$ cat config.mk
export PLATFORM = sky130hd
export DESIGN_NAME = ocmp_channel
export DESIGN_NICKNAME = d
export VERILOG_FILES = /design/src/rtl/ocmp_pkg.sv /design/src/rtl/ocmp_match.sv /design/src/rtl/ocmp_regs.sv /design/src/rtl/ocmp_ctrl.sv /design/src/rtl/ocmp_channel.sv
export SDC_FILE = /design/constraint.sdc
export NUM_CORES = 1
export LEC_CHECK = 0
export BUFFER_PORTS_ARGS = -buffer_cell sky130_fd_sc_hd__clkbuf_2
export CORE_MARGIN = 1
export CORE_UTILIZATION = 53
export DETAILED_ROUTE_END_ITERATION = 7
export HOLD_SLACK_MARGIN = 0.15
export PLACE_DENSITY = 0.77
export SKIP_CTS_REPAIR_TIMING = 1
export SLEW_MARGIN = 20
export SYNTH_ARGS = -nofsm -noshare
export SYNTH_HDL_FRONTEND = slang
export SYNTH_SLANG_ARGS = --single-unit
$ cat constraint.sdc
create_clock -name clk -period 4 [get_ports clk]
set_input_delay 0.8 -clock clk [delete_from_list [all_inputs] [get_ports clk]]
set_output_delay 0.8 -clock clk [all_outputs]
set_load 0.05 [all_outputs]
$ cat src/rtl/ocmp_pkg.sv
package ocmp_pkg;

    localparam int MODE_W = 3;

    typedef enum logic [MODE_W-1:0] {
        MODE_OFF    = 3'd0,
        MODE_LOW    = 3'd1,
        MODE_HIGH   = 3'd2,
        MODE_TOGGLE = 3'd3,
        MODE_ONE    = 3'd4,
        MODE_CONT   = 3'd5,
        MODE_PWM    = 3'd6
    } mode_e;

    typedef enum logic [1:0] {
        PH_IDLE      = 2'd0,
        PH_WAIT_RISE = 2'd1,
        PH_WAIT_FALL = 2'd2,
        PH_DONE      = 2'd3
    } phase_e;

    typedef struct packed {
        logic prim_hit;
        logic sec_hit;
        logic prd_hit;
    } events_t;

    function automatic mode_e decode_mode(input logic [MODE_W-1:0] code);
        if (code == 3'd7)
            return MODE_OFF;
        return mode_e'(code);
    endfunction

    function automatic logic is_pulse_mode(input mode_e m);
        return (m == MODE_ONE) || (m == MODE_CONT);
    endfunction

endpackage

$ cat src/rtl/ocmp_match.sv
module ocmp_match #(
    parameter int CNT_W = 16
) (
    input  logic             clk,
    input  logic             rst,
    input  logic [CNT_W-1:0] cnt,
    input  logic [CNT_W-1:0] ref_val,
    output logic             hit
);
    logic eq_now;
    logic eq_prev;

    assign eq_now = (cnt == ref_val);
    assign hit    = eq_now && !eq_prev;

    always_ff @(posedge clk) begin
        if (rst)
            eq_prev <= 1'b0;
        else
            eq_prev <= eq_now;
    end
endmodule

$ cat src/rtl/ocmp_regs.sv
module ocmp_regs #(
    parameter int CNT_W = 16
) (
    input  logic             clk,
    input  logic             rst,
    input  logic             reg_wr,
    input  logic             reg_sel,
    input  logic [CNT_W-1:0] reg_wdata,
    input  logic             pwm_active,
    input  logic             prd_hit,
    output logic [CNT_W-1:0] prim_q,
    output logic [CNT_W-1:0] sec_q
);
    logic prim_wr_ok;
    logic reload;

    assign prim_wr_ok = reg_wr && !reg_sel && !pwm_active;
    assign reload     = pwm_active && prd_hit;

    always_ff @(posedge clk) begin
        if (rst) begin
            prim_q <= '0;
            sec_q  <= '0;
        end else begin
            if (reload)
                prim_q <= sec_q;
            else if (prim_wr_ok)
                prim_q <= reg_wdata;
            if (reg_wr && reg_sel)
                sec_q <= reg_wdata;
        end
    end

    // the active value follows the buffer at a period strobe
    a_r8_reload_from_buffer: assert property (@(posedge clk) disable iff (rst)
        (pwm_active && prd_hit) |=> (prim_q == $past(sec_q)));

    // outside a period strobe the active value cannot move in PWM mode
    a_r8_active_locked: assert property (@(posedge clk) disable iff (rst)
        (pwm_active && !prd_hit) |=> $stable(prim_q));
endmodule

$ cat src/rtl/ocmp_ctrl.sv
module ocmp_ctrl
    import ocmp_pkg::*;
#(
    parameter int CNT_W = 16
) (
    input  logic              clk,
    input  logic              rst,
    input  logic              mode_wr,
    input  logic [MODE_W-1:0] mode_wdata,
    input  events_t           ev,
    input  logic [CNT_W-1:0]  duty_buf,
    output logic              pwm_active,
    output logic              pin_q,
    output logic              irq_q
);
    mode_e  mode_q;
    phase_e phase_q;
    mode_e  new_mode;

    assign new_mode   = decode_mode(mode_wdata);
    assign pwm_active = (mode_q == MODE_PWM);

    always_ff @(posedge clk) begin
        if (rst) begin
            mode_q  <= MODE_OFF;
            phase_q <= PH_IDLE;
            pin_q   <= 1'b0;
            irq_q   <= 1'b0;
        end else begin
            irq_q <= 1'b0;
            if (mode_wr) begin
                mode_q  <= new_mode;
                pin_q   <= (new_mode == MODE_LOW);
                phase_q <= is_pulse_mode(new_mode) ? PH_WAIT_RISE : PH_IDLE;
            end else begin
                unique case (mode_q)
                    MODE_LOW: begin
                        if (ev.prim_hit && pin_q) begin
                            pin_q <= 1'b0;
                            irq_q <= 1'b1;
                        end
                    end
                    MODE_HIGH: begin
                        if (ev.prim_hit && !pin_q) begin
                            pin_q <= 1'b1;
                            irq_q <= 1'b1;
                        end
                    end
                    MODE_TOGGLE: begin
                        if (ev.prim_hit) begin
                            pin_q <= !pin_q;
                            irq_q <= 1'b1;
                        end
                    end
                    MODE_ONE, MODE_CONT: begin
                        if (phase_q == PH_WAIT_RISE && ev.prim_hit) begin
                            pin_q   <= 1'b1;
                            irq_q   <= 1'b1;
                            phase_q <= PH_WAIT_FALL;
                        end else if (phase_q == PH_WAIT_FALL && ev.sec_hit) begin
                            pin_q   <= 1'b0;
                            irq_q   <= 1'b1;
                            phase_q <= (mode_q == MODE_ONE) ? PH_DONE : PH_WAIT_RISE;
                        end
                    end
                    MODE_PWM: begin
                        if (ev.prd_hit) begin
                            pin_q <= (duty_buf != '0);
                            irq_q <= ((duty_buf != '0) != pin_q);
                        end else if (ev.prim_hit && pin_q) begin
                            pin_q <= 1'b0;
                            irq_q <= 1'b1;
                        end
                    end
                    default: begin
                        pin_q <= 1'b0;
                    end
                endcase
            end
        end
    end

    // selecting off forces the pin low at the next edge
    a_r11_off_forces_low: assert property (@(posedge clk) disable iff (rst)
        (mode_wr && decode_mode(mode_wdata) == MODE_OFF) |=> !pin_q);

    // an event-driven pin change carries an interrupt pulse
    a_r10_change_has_irq: assert property (@(posedge clk) disable iff (rst)
        ((pin_q != $past(pin_q)) && !$past(mode_wr)) |-> irq_q);

    // an interrupt pulse only accompanies a pin change
    a_r10_irq_needs_change: assert property (@(posedge clk) disable iff (rst)
        irq_q |-> (pin_q != $past(pin_q)));

    // once high in high-on-match mode the pin holds
    a_r4_high_holds: assert property (@(posedge clk) disable iff (rst)
        (mode_q == MODE_HIGH && pin_q && !mode_wr) |=> pin_q);

    // a finished single pulse keeps the pin low
    a_r6_done_is_low: assert property (@(posedge clk) disable iff (rst)
        (phase_q == PH_DONE) |-> !pin_q);
endmodule

$ cat src/rtl/ocmp_channel.sv
module ocmp_channel
    import ocmp_pkg::*;
#(
    parameter int CNT_W = 16
) (
    input  logic              clk,
    input  logic              rst,
    input  logic [CNT_W-1:0]  tmr_cnt,
    input  logic              tmr_prd_hit,
    input  logic              reg_wr,
    input  logic              reg_sel,
    input  logic [CNT_W-1:0]  reg_wdata,
    input  logic              mode_wr,
    input  logic [MODE_W-1:0] mode_wdata,
    output logic              pin_out,
    output logic              match_irq
);
    localparam int NCMP = 2;

    logic [CNT_W-1:0] prim_val;
    logic [CNT_W-1:0] sec_val;
    logic [CNT_W-1:0] cmp_ref [NCMP];
    logic [NCMP-1:0]  cmp_hit;
    logic             pwm_active;
    events_t          ev;

    assign cmp_ref[0] = prim_val;
    assign cmp_ref[1] = sec_val;

    ocmp_regs #(.CNT_W(CNT_W)) regs_i (
        .clk        (clk),
        .rst        (rst),
        .reg_wr     (reg_wr),
        .reg_sel    (reg_sel),
        .reg_wdata  (reg_wdata),
        .pwm_active (pwm_active),
        .prd_hit    (tmr_prd_hit),
        .prim_q     (prim_val),
        .sec_q      (sec_val)
    );

    for (genvar gi = 0; gi < NCMP; gi++) begin : g_cmp
        ocmp_match #(.CNT_W(CNT_W)) match_i (
            .clk     (clk),
            .rst     (rst),
            .cnt     (tmr_cnt),
            .ref_val (cmp_ref[gi]),
            .hit     (cmp_hit[gi])
        );
    end

    assign ev.prim_hit = cmp_hit[0];
    assign ev.sec_hit  = cmp_hit[1];
    assign ev.prd_hit  = tmr_prd_hit;

    ocmp_ctrl #(.CNT_W(CNT_W)) ctrl_i (
        .clk        (clk),
        .rst        (rst),
        .mode_wr    (mode_wr),
        .mode_wdata (mode_wdata),
        .ev         (ev),
        .duty_buf   (sec_val),
        .pwm_active (pwm_active),
        .pin_q      (pin_out),
        .irq_q      (match_irq)
    );

    // reset leaves the pin and interrupt quiet
    a_r1_reset_quiet: assert property (@(posedge clk)
        rst |=> (!pin_out && !match_irq));
endmodule

# Yosys cells after proc, flatten, opt, wreduce, memory -nomap -nowiden
# Cells that the tools add are included.
# totals
register_bits	41
latch_bits	0
ram_bits	0
rom_bits	0
inputBits	41
out_inout_bits	2
memories	0
# op_classes
n_addsub	0
mul	0
n_div	0
n_lt_le_gt_ge	0
eq_ne	18
shift	0
n_mux	26
bitwise	0
reduce_logical	24
# op_table
operator	count
$eq 16x16->1	2
$mux 16	2
$eq 3x3->1 const B	6
$reduce_bool 16->1	1
$mux 1	15
$logic_and 1x1->1	10
$mux 2	5
$pmux 1 s5	2
$eq 3x1->1 const B	2
$eq 3x2->1 const B	2
$mux 3	2
$logic_not 1->1	5
$ne 4x2->1 const B	1
$reduce_bool 2->1	2
$reduce_or 2->1	2
$ne 3x2->1 const B	1
$ne 3x3->1 const B	1
$reduce_and 3->1	1
$reduce_bool 3->1	1
$eq 2x1->1 const B	1
$eq 2x2->1 const B	1
$reduce_and 2->1	1
$logic_or 1x1->1	1
$ne 1x1->1	1

# Depth between registers and ports, before layout
# depth
word_depth	7
mapped_depth	8
depth_no_buf	6

# Cells and area by module
# From an unflattened synthesis, not the netlist that was laid out.
# unflattened
hier_cells	283
hier_area_um2	2314.7
# modules_own_cells
module	instances	cells_per_inst	area_each_um2
ocmp_regs	1	162	1357.6
ocmp_ctrl	1	73	559.3
ocmp_match	2	24	198.9

# Worst setup path before layout
# No wires, ideal clock.
# synth_path
kind	input to register
from	input tmr_cnt[6]
to	register ctrl_i.pin_q
setup_time_ps	120
arrival_time_ps	1990
required_ps	3880
slack_ps	1890
path_stages	6
path_buffers	0
cell_sequence	xor2_1 nor4_2 nand4_2 o32ai_2 nor2_1 a211o_1
# synth_between
elab_chain_len	7
elab_cells_between_ends	17
# synth_lines
element	line	text
start: declaration	ocmp_channel.sv:8	input logic [CNT_W-1:0] tmr_cnt,
$eq 16x16->1	ocmp_match.sv:13	assign eq_now = (cnt == ref_val);
$logic_and 1x1->1	ocmp_match.sv:14	assign hit = eq_now && !eq_prev;
$logic_and 1x1->1	ocmp_ctrl.sv:38, ocmp_ctrl.sv:70	
$mux 1 (2 in series)	-	
$pmux 1 s5	ocmp_ctrl.sv:36	unique case (mode_q)
$mux 1	ocmp_ctrl.sv:31	if (mode_wr) begin
end signal: assignment	ocmp_ctrl.sv:33	pin_q <= (new_mode == MODE_LOW);
end signal: assignment	ocmp_ctrl.sv:51	pin_q <= !pin_q;
end signal: assignment	ocmp_ctrl.sv:68	pin_q <= (duty_buf != '0);
end: declaration	ocmp_ctrl.sv:13	output logic pin_q,
# Parallel ways exist; a longest one is shown, timed or not.
# A chain may end at the register's enable or synchronous reset.

# Final worst setup path
# layout_path
from	register ctrl_i.mode_q[2]
to	register regs_i.prim_q[12]
# layout_between
elab_chain_len	4
elab_cells_between_ends	6
# layout_lines
element	line	text
start: declaration	ocmp_ctrl.sv:16	mode_e mode_q;
start signal: assignment	ocmp_ctrl.sv:32	mode_q <= new_mode;
$eq 3x3->1 *	ocmp_ctrl.sv:21	assign pwm_active = (mode_q == MODE_PWM);
$logic_not 1->1	ocmp_regs.sv:17	assign prim_wr_ok = reg_wr && !reg_sel && !pwm_active;
$logic_and 1x1->1	ocmp_regs.sv:17	
$reduce_bool 2->1 (no line)	-	
end signal: assignment	ocmp_regs.sv:26	prim_q <= sec_q;
end signal: assignment	ocmp_regs.sv:28	prim_q <= reg_wdata;
end: declaration	ocmp_regs.sv:11	output logic [CNT_W-1:0] prim_q,
# Mark *: on every way between the ends. The rest lies on a longest branch, timed or not.

==> flow_summary_export.csv <==
group,metric,value,unit
critical_path,required,4200,ps
yosys,postSynth.topFlopCell,"dfxtp_1",
floorplanning,initial_core_util,55.60,%
timing,hold_violations,0,
yosys,synthXorXnorAreaFrac,12.42,%
layout,post-route-util,62.63,%
floorplanning,pin_count,43,
layout,nFillCells,349,
detailed_routing,drc,0,
timing,period_share,58.92,%
power,leakage,1.173,nW
layout,final_common_cell,"nand2_1",
timing,skew,3.739,ps
layout,syn2layout_area_growth,12.65,%
placement,gp_congestion,0.8157,
detailed_routing,vias,1954,
timing,tns,0,ps
global_routing,antenna_found_initial,0,
layout,final-seq-area,820.8,um^2
job,cap_violations,0,
clock_tree,clock_sinks,41,
yosys,seq_area_frac_synth,36.38,%
placement,dpl_cell_area,2459,um^2
yosys,avgSynthCellArea,8.294,um^2
floorplanning,die_h,67.24,um
detailed_routing,via_per_inst,5.489,
timing,tightest_slew,864.8,ps
yosys,synth_top_family_by_area,"simple AND/OR/NAND/NOR gates",
critical_path,end_kind,"register",
global_routing,grt_max_degree,43,
yosys,ys_seq_elements,41,
detailed_routing,drt_wl_total,5024,um
layout,multi_input_area,1358,um^2
power,p_per_area,333.9,nW/um^2
yosys,synth_cell_types,37,
layout,fin_area,2541,um^2
global_routing,first_global_vias,1780,
timing,rsz0062_at_grt,"no",
layout,layout-drive-gt1-share,20.26,%
timing,max_freq,0.4243,GHz
floorplanning,rows,23,
yosys,synthMuxAreaShare,7.099,%
power,power.total,0.8485,mW
floorplanning,die-area,4521,um^2
timing,period_needed,2357,ps
clock_tree,cts_buffer_depth,2,
yosys,yosys_warnings,0,
yosys,synth_compound_area_share,14.75,%
floorplanning,die_w,67.24,um
layout,antenna_cells,0,
critical_path,start_kind,"register",
critical_path,critical_path_class,"register to register",
clock_tree,cts_buffers,5,
clock_tree,htreeDepth,2,
timing,setup_viol,0,
detailed_routing,ant_nets,0,
yosys,synth-async-reset-ratio,0,%
clock_tree,root_buffer,"clkbuf_8",
detailed_routing,dr.pass1.iters,4,
critical_path,reg2reg_slack,1640,ps
run_status,status,"finished, final reports clean",
yosys,syn-num-nets,313,
timing,slew_violations,0,
yosys,syn_area,2256,um^2
yosys,synth-adder-area-share,0,%
global_routing,grt_use_total,24.96,%
yosys,synthSimpleGateAreaFrac,25.90,%
placement,numPortBuffers,42,
global_routing,grt_pass1_wl,8245,um
timing,maxSlewHeadroom,42.34,%
critical_path,crit_fanout,32,
yosys,synth_edf_count,0,
clock_tree,clk_pin_slew,70,ps
clock_tree,cts_tree,"done",
hold_path,holdCritPathClass,"register to register",
clock_tree,clk_latency,300,ps
placement,dp_hpwl,3595,um
yosys,synthCells,272,
power,peakVddDrop,0.0001850,V
global_routing,grt.overflow.total,0,
detailed_routing,wl_per_cell,14.11,um
critical_path,cp.arrival,2550,ps
layout,num-nets-final,346,
layout,final_cell_mix,"45 x nand2_1, 42 x clkbuf_2, 41 x dfxtp_1",
detailed_routing,detail_route.iter0.violations,96,
floorplanning,core,4058,um^2
==> stage by stage <==
stage | setup slack (ps) | std cells | hold slack (ps)
floorplan | 1890 | 272 | 472.2
global placement | 1543 | 348 | 487.0
detailed placement | 1453 | 348 | 496.1
CTS | 1647 | 356 | 507.4
global route | 1433 | 356 | 537.5
finish | 1643 | 356 | 508.4
==> cells by family after synthesis <==
family | count (synthesis)
AOI/OAI and AO/OA | 51
xor gates and xnor gates | 32
and+or+nand+nor | 114
buffers and inverters | 18
DFF | 41
muxes | 16
==> worst max-delay path: stages, from the launching register on <==
cell      delay [ps]
dfxtp_1          460
nor2b_2          300
nand3_2          500
nand2_2          660
nor2_1            80
a211oi_1         250
==> cells in the mapped netlist, types with 2 or more instances <==
| cell type | count | area, um^2 |
|---|---|---|
| nand3_1 | 6 | 30.03 |
| a211oi_1 | 18 | 135.1 |
| o21ai_0 | 3 | 15.01 |
| or2_2 | 2 | 12.51 |
| buf_4 | 2 | 15.01 |
| nor3b_1 | 2 | 15.01 |
| nand2b_1 | 2 | 12.51 |
| nor2_1 | 28 | 105.1 |
| dfxtp_1 | 41 | 820.8 |
| xor2_1 | 32 | 280.3 |
| nand3b_1 | 4 | 30.03 |
| nand4_1 | 2 | 12.51 |
| a31oi_1 | 3 | 18.77 |
| nand2_1 | 45 | 168.9 |
| mux2i_1 | 16 | 160.2 |
| a21oi_1 | 22 | 110.1 |
| inv_1 | 2 | 7.510 |
| nor4_2 | 5 | 62.56 |
| clkbuf_1 | 11 | 41.29 |
| nor4_1 | 8 | 50.05 |
| buf_2 | 2 | 10.01 |
==> layout make-up <==
cell class	instances	share of cell area (%)
timing repair buffer	42	8.272
sequential	41	32.30
inverter	2	0.2954
clock inverter	2	0.3939
multi-input combinational	213	53.42
tap	50	2.462
clock buffer	6	2.856
==> final timing paths <==
path | from | to | cells after the start
worst min-delay path | regs_i.sec_q[9]$_SDFFE_PP0P_ | regs_i.sec_q[9]$_SDFFE_PP0P_ | 2
worst max-delay path | ctrl_i.mode_q[2]$_SDFFE_PP0P_ | regs_i.prim_q[12]$_SDFFE_PP0P_ | 5
worst max register to register | ctrl_i.mode_q[2]$_SDFFE_PP0P_ | regs_i.prim_q[12]$_SDFFE_PP0P_ | 5
worst min register to register | regs_i.sec_q[9]$_SDFFE_PP0P_ | regs_i.sec_q[9]$_SDFFE_PP0P_ | 2
==> registers in the layout, summed over array words and instances (netlist names) <==
| name | cells |
|---|---|
| ctrl_i.pin_q | 1 |
| regs_i.prim_q | 16 |
| g_cmp.match_i.eq_prev | 2 |
| ctrl_i.irq_q | 1 |
| ctrl_i.mode_q | 3 |
| ctrl_i.phase_q | 2 |
| regs_i.sec_q | 16 |
==> report_power, final <==
part,switching [mW],internal [mW]
clock network,0.142,0.121
logic,0.0761,0.0581
registers,0.0223,0.430
==> per-layer routing <==
| layer | part of all wire (%) | track usage [%] | up-vias | wire length, um |
|---|---|---|---|---|
| li1 | - | - | 1030 | - |
| met1 | 48 | 33.23 | 869 | 2432 |
| met2 | 44 | 37.75 | 48 | 2225 |
| met3 | 5.7 | 6.250 | 7 | 286 |
| met4 | 1.6 | 11.17 | 0 | 79 |
| met5 | 0 | 0 | - | 0 |
Note: power is estimated with default switching activity, not from simulation.
